==> src/rtl/audio_port_csr.sv <==
module audio_port_csr #(
  parameter int DW       = 32,
  parameter int N_EV     = 5,
  parameter int N_STICKY = 3,
  parameter int DMA_BIT  = 0,
  parameter int IE_LSB   = 8,
  parameter int FLAG_OFS = 8,
  parameter int SRST_BIT = 24,
  parameter int FRST_BIT = 25,
  parameter int EN_BIT   = 31
) (
  input  logic          clk,
  input  logic          rst_n,
  input  logic          wr_en,
  input  logic [DW-1:0] wr_data,
  output logic [DW-1:0] rd_data,
  input  logic          ev_word_start,
  input  logic          ev_sync_err,
  input  logic          ev_fifo_err,
  input  logic          fifo_warn,
  input  logic          fifo_req,
  input  logic          frame_end,
  output logic          irq,
  output logic          dma_req,
  output logic          fifo_flush,
  output logic          xfer_active
);
  localparam int FLAG_LSB = IE_LSB + FLAG_OFS;

  logic [N_EV-1:0]     ie;
  logic [N_STICKY-1:0] sticky;
  logic                dma_en, srst, en_req, en_act;

  logic [N_STICKY-1:0] ev_in, w1c;
  logic [N_EV-1:0]     flags;
  logic                srst_nxt, en_req_nxt;

  assign ev_in      = {ev_fifo_err, ev_sync_err, ev_word_start};
  assign w1c        = wr_en ? wr_data[FLAG_LSB +: N_STICKY] : '0;
  assign srst_nxt   = wr_en ? wr_data[SRST_BIT] : srst;
  assign en_req_nxt = !srst_nxt && (wr_en ? wr_data[EN_BIT] : en_req);
  assign flags      = {fifo_req & ~srst, fifo_warn & ~srst, sticky};

  always_ff @(posedge clk or negedge rst_n) begin
    if (!rst_n) begin
      ie         <= '0;
      dma_en     <= 1'b0;
      srst       <= 1'b0;
      sticky     <= '0;
      en_req     <= 1'b0;
      en_act     <= 1'b0;
      fifo_flush <= 1'b0;
    end else begin
      if (wr_en) begin
        ie     <= wr_data[IE_LSB +: N_EV];
        dma_en <= wr_data[DMA_BIT];
      end
      srst       <= srst_nxt;
      fifo_flush <= wr_en && wr_data[FRST_BIT];
      en_req     <= en_req_nxt;
      if (srst_nxt) begin
        sticky <= '0;
        en_act <= 1'b0;
      end else begin
        sticky <= (sticky & ~w1c) | ev_in;
        en_act <= en_req_nxt || (en_act && !frame_end);
      end
    end
  end

  always_comb begin
    rd_data                     = '0;
    rd_data[DMA_BIT]            = dma_en;
    rd_data[IE_LSB +: N_EV]     = ie;
    rd_data[FLAG_LSB +: N_EV]   = flags;
    rd_data[SRST_BIT]           = srst;
    rd_data[EN_BIT]             = en_act;
  end

  assign irq         = |(flags & ie);
  assign dma_req     = dma_en && fifo_req && !srst;
  assign xfer_active = en_act;

  p_event_sets_flag_r2: assert property (@(posedge clk) disable iff (!rst_n)
    (ev_sync_err && !srst_nxt) |=> rd_data[FLAG_LSB+1]);

  p_w1c_clears_r3: assert property (@(posedge clk) disable iff (!rst_n)
    (wr_en && wr_data[FLAG_LSB+2] && !ev_fifo_err) |=> !rd_data[FLAG_LSB+2]);

  p_event_wins_r4: assert property (@(posedge clk) disable iff (!rst_n)
    (wr_en && wr_data[FLAG_LSB] && !wr_data[SRST_BIT] && ev_word_start) |=> rd_data[FLAG_LSB]);

  p_flush_pulse_r6: assert property (@(posedge clk) disable iff (!rst_n)
    (fifo_flush && !wr_en) |=> !fifo_flush);

  p_srst_quiet_r7: assert property (@(posedge clk) disable iff (!rst_n)
    srst |-> (!irq && !dma_req && !xfer_active));

  p_stop_waits_frame_r8: assert property (@(posedge clk) disable iff (!rst_n)
    (xfer_active && !frame_end && !srst_nxt) |=> xfer_active);

  p_dma_needs_req_r9: assert property (@(posedge clk) disable iff (!rst_n)
    dma_req |-> fifo_req);

  p_irq_source_r10: assert property (@(posedge clk) disable iff (!rst_n)
    irq |-> ((rd_data[FLAG_LSB +: N_EV] & rd_data[IE_LSB +: N_EV]) != '0));
endmodule

==> config.mk <==
export PLATFORM = sky130hd
export DESIGN_NAME = audio_port_csr
export DESIGN_NICKNAME = d
export VERILOG_FILES = /design/src/rtl/audio_port_csr.sv
export SDC_FILE = /design/constraint.sdc
export NUM_CORES = 1
export LEC_CHECK = 0
export ABC_CLOCK_PERIOD_IN_PS = 1250
export BUFFER_PORTS_ARGS = -buffer_cell sky130_fd_sc_hd__clkbuf_2
export CAP_MARGIN = 10
export CORE_MARGIN = 8
export CORE_UTILIZATION = 34
export DETAILED_ROUTE_END_ITERATION = 8
export PLACE_DENSITY_LB_ADDON = 0.08
export SYNTH_ARGS = -nofsm -noshare
export SYNTH_HDL_FRONTEND = slang
export SYNTH_SLANG_ARGS = --single-unit
==> constraint.sdc <==
create_clock -name clk -period 1.25 [get_ports clk]
set_clock_uncertainty 0.2 [all_clocks]
set_input_delay 0.125 -clock clk [delete_from_list [all_inputs] [get_ports clk]]
set_output_delay 0.125 -clock clk [all_outputs]
set_load 0.05 [all_outputs]
Yosys cells after proc, flatten, opt, wreduce, memory -nomap -nowiden
Cells that the tools add are included.
{ "totals": {"elab_cells": 29, "output_inout_bits": 36, "regBits": 13, "inputBits": 41} }
{ "op_classes": {"bitwise": 7, "n_mux": 5, "n_reduce_logical": 10} }
{ "op_table": {"columns": ["op", "n"], "rows": [
  ["3-bit two-way mux", 2],
  ["5-bit AND", 1],
  ["1-bit logical AND", 5],
  ["5-bit OR reduction", 1],
  ["3-bit AND", 1],
  ["1-bit zero test", 3],
  ["1-bit two-way mux", 3],
  ["3-bit NOT", 1],
  ["3-bit bitwise OR", 1],
  ["1-bit AND", 2],
  ["1-bit logical OR", 1],
  ["1-bit NOT", 1]
]} }

Depth between registers and ports, before layout
{ "logic_depth": {"depth_word": 5, "depth_mapped": 3, "mapped_depth_nobuf": 3} }

Least setup slack after synthesis
OpenSTA, ideal clock, no wires.
{ "synth_path": {"kind": "reg-to-output", "start": "register srst", "end": "output port dma_req", "t_arrival_ns": 1.680, "required_time_ns": 0.925, "path_slack_ns": -0.755, "n_path_buf": 0, "stages_incl_launch_ff": 3, "path_cell_list": "dfrtp_1 > nor2b_1 > and2_1"} }
{ "synth_between": {"elab_chain_len": 2} }
{ "synth_lines": {"columns": ["element", "line", "source"], "rows": [
  ["start, declared", "32", "logic dma_en, srst, en_req, en_act;"],
  ["start signal, assigned", "58", "srst <= srst_nxt;"],
  ["1-bit zero test", "81", "assign dma_req = dma_en && fifo_req && !srst;"],
  ["1-bit logical AND", "81", null],
  ["end, declared", "24", "output logic dma_req,"]
]} }
Every way passes these cells.

Worst setup path in the final report
{ "layout_path": {"start": "register sticky[0]", "end": "output port irq"} }
{ "layout_between": {"elab_chain_len": 2} }
{ "layout_lines": {"columns": ["element", "line", "source"], "rows": [
  ["start, declared", "31", "logic [N_STICKY-1:0] sticky;"],
  ["start signal, assigned", "65", "sticky <= (sticky & ~w1c) | ev_in;"],
  ["5-bit AND", "80", "assign irq = |(flags & ie);"],
  ["5-bit OR reduction", "80", null],
  ["end, declared", "23", "output logic irq,"]
]} }
Every way passes these cells.

==> results.rst <==
.. list-table::
   :header-rows: 1

   * - Metric
     - Value
   * - Switching share of power
     - 40.7%
   * - Remaining global-route overflow
     - 0
   * - Num ports
     - 77
   * - Library cell with the highest instance count after synthesis
     - buf_4
   * - Launching element type of the critical path
     - flop
   * - Switching power
     - 0.632 mW
   * - Area share of the largest cell type after synthesis
     - 45.2%
   * - Most common library cells after synthesis
     - buf_4 (22), dfrtp_1 (13), mux2_2 (6), a21boi_0 (3), o21a_1 (3)
   * - Min setup slack post-route
     - -0.542 ns
   * - Cell area after technology mapping
     - 719 um2
   * - Pin count of the biggest net entering global routing
     - 14
   * - Sequential fraction of design power
     - 31.9%
   * - Hpwl dp
     - 1480 um
   * - Area occupied by multi-input gates
     - 315 um2
   * - Average routed wire per standard cell
     - 13.3 um
   * - Setup tns final
     - -1.73 ns
   * - Clock buffers created by TritonCTS
     - 3
   * - Via count
     - 633
   * - Overall die area
     - 0.00384 mm2
   * - Maximum fanout count along the critical path
     - 2
   * - Minimum clock period
     - 1.79 ns
   * - Unrepaired setup endpoints after global routing
     - yes
   * - Initial Util
     - 36.3%
   * - Number of nets still failing antenna checks after routing
     - 0
   * - Share of total power in combinational logic
     - 51.3%
   * - Flip-flop cell with the highest count after synthesis
     - dfrtp_1
   * - Wire length of the first global-routing pass
     - 3180 um
   * - Hold Worst Slack
     - 0.0322 ns
   * - Fraction of synthesis flops using an asynchronous set or reset pin
     - 100%
   * - Worst VDD drop
     - 0.738 mV
   * - Height of the die
     - 62 um
   * - Result of the run
     - complete, but fails checks
   * - Yosys warning total
     - 0
   * - Final max-slew violation count
     - 0
   * - Flip-flop and latch count after synthesis
     - 13
   * - Share of cells above drive strength 1
     - 56.6%
   * - Chip Width
     - 62 um
   * - Part of the total power dissipated in the clock network
     - 16.8%
   * - Antenna violations before repair
     - 0
   * - Hold violation total from the final report
     - 0
   * - Source-to-sink clock delay at the later pin of the worst-skew pair
     - 0.27 ns
   * - Clock tree from TritonCTS
     - built
   * - Power Internal
     - 0.922 mW
   * - Violations in the final reports
     - negative setup slack
   * - Type of destination of the critical path
     - primary output
   * - Final routed DRC violation total
     - 0
   * - Port bufs
     - 37
   * - Final design utilization
     - 70.1%
   * - GPL Wtd Cong
     - 0.732
   * - Number of detailed-routing iterations run before antenna repair
     - 4
   * - Required time of the worst setup path
     - 0.93 ns
   * - Crit path DAT
     - 1.47 ns
   * - GRT Overall Usage
     - 11.1%
   * - Core ar.
     - 0.00198 mm2
   * - Setup Viol. Count Final
     - 11
   * - Sequential share of the synthesized area
     - 45.2%
   * - CTS sink cnt
     - 13
   * - Layout area overhead
     - 93.2%
   * - Final Power
     - 1.55 mW
   * - Final Cycle Share
     - 143%
   * - Register Area
     - 332 um2
   * - Clock Pin Slew Worst Setup and Hold Paths
     - 0.09 ns
   * - Post-Syn Instances
     - 63
   * - Max Fclk
     - 0.558 GHz
   * - Cell types with the largest area share after synthesis
     - dfrtp_1 (45%), buf_4 (23%), mux2_2 (9.4%), a21boi_0 (3.1%), o21a_1 (3.1%)
   * - Max Buffers Root-to-Sink
     - 2
   * - Count of flip-flops with a built-in enable after synthesis
     - 0
   * - Net count reported at finish
     - 171
   * - Number of violations reported at the end of detailed-routing iteration 0
     - 8
   * - Clock Tree Root
     - clkbuf_4
   * - Pre-CTS WS
     - -0.285 ns
   * - Cell taking the most area after synthesis
     - dfrtp_1
   * - Number of fillers in the final layout
     - 150
   * - Syn_area_per_cell
     - 11.4 um2
   * - H-tree Lvls
     - 1
   * - Maximum Capacitance Violations
     - 0
   * - Routed wire length
     - 2080 um
   * - Count of antenna diodes in the layout
     - 0
   * - Via count of the first global-routing pass
     - 699
   * - Worst Path Class, Setup
     - flop to primary output
   * - Count of different cell masters after synthesis
     - 18
   * - Pwr dens
     - 1120 mW/mm2
   * - Routed vias/inst
     - 4.06
   * - Site row count
     - 16
   * - Static leakage
     - 0.690 nW
   * - Worst min-delay path category
     - primary input to flop
==> cell families (layout without fill, tap and decap cells) <==
kind of cell    after synthesis  after routing  share of synthesized area [%]
buf+inv                      24             72                           25.0
flops                        13             13                           45.2
simple gates                  9              9                           7.65
compound gates                8              8                           8.87
mux                           8              8                           12.7
other cells                   1             19                          0.521
==> placed cells by master, fill, tap and decap left out, drive strengths merged <==
cell / synthesis / layout
nor2: 1 / 1
nor2b: 2 / 2
clkinv: 0 / 1
dfrtp: 13 / 13
nand3b: 2 / 2
a21oi: 1 / 1
a21boi: 3 / 3
mux2: 6 / 6
nand3: 1 / 1
clkbuf: 0 / 34
mux2i: 2 / 2
buf: 23 / 19
conb: 1 / 19
o21a: 3 / 3
nand2b: 1 / 1
a222oi: 1 / 1
and2: 2 / 2
dlygate4sd3: 0 / 17
inv: 1 / 1
==> power groups by stage <==
stage	logic, mW	clock network, mW	registers (mW)
2_1_floorplan	0.355	0	0.613
3_3_place_gp	0.576	0	0.496
3_5_place_dp	0.579	0	0.499
4_1_cts	0.769	0.269	0.495
5_1_grt	0.835	0.290	0.501
6_report	0.797	0.261	0.495
==> layout make-up <==
type / count / area share [%]
Multi-Input combinational cell: 44 / 22.7
Sequential cell: 13 / 23.9
Tap cell: 27 / 2.43
Clock buffer: 3 / 1.62
Timing Repair Buffer: 67 / 48.8
Inverter: 1 / 0.270
Clock inverter: 1 / 0.360
==> critical path: stages, from the launching register on <==
cell	delay, ns
dfrtp_2	0.41
a222oi_1	0.47
nand3_2	0.14
buf_8	0.17
==> metrics by stage <==
stage,cell area (um2),instances
final,1390,156
after CTS,1370,155
after detailed placement,948,133
after global routing,1390,156
after floorplan,808,81
after global placement,948,133
==> sequential cells by signal (all words and copies together), names as in the netlist <==
register and flops:
srst 1, fifo_flush 1, sticky 3, xfer_active 1, dma_en 1, ie 5, en_req 1
==> worst paths after layout <==
kind	from	endpoint	slack, ns	cells past startpoint
worst max-delay path	sticky[0]	irq	-0.54	3
worst min-delay path	wr_en	srst	0.03	3
worst max register to register	sticky[0]	sticky[0]	0	4
worst min register to register	dma_en	dma_en	0.34	1
max in group asynchronous	rst_n	srst	0.52	2
min in group asynchronous	rst_n	sticky[2]	0.06	2
==> routing by layer <==
layer	track usage (%)	wire length (um)	vias to the layer above
met2	19.6	1030	35
met1	11.9	756	294
met5	0	0	-
met4	2.92	8	0
li1	-	-	302
met3	4.53	282	2
==> what timing repair did <==
action	in CTS	in global routing
pin swaps	4	3
setup endpoints to repair	21	14
resized for setup	43	11
endpoints found under the hold margin	26	0
hold buffers	17	0
setup buffers	5	4
No activity file was read; power rests on OpenSTA's default activity.
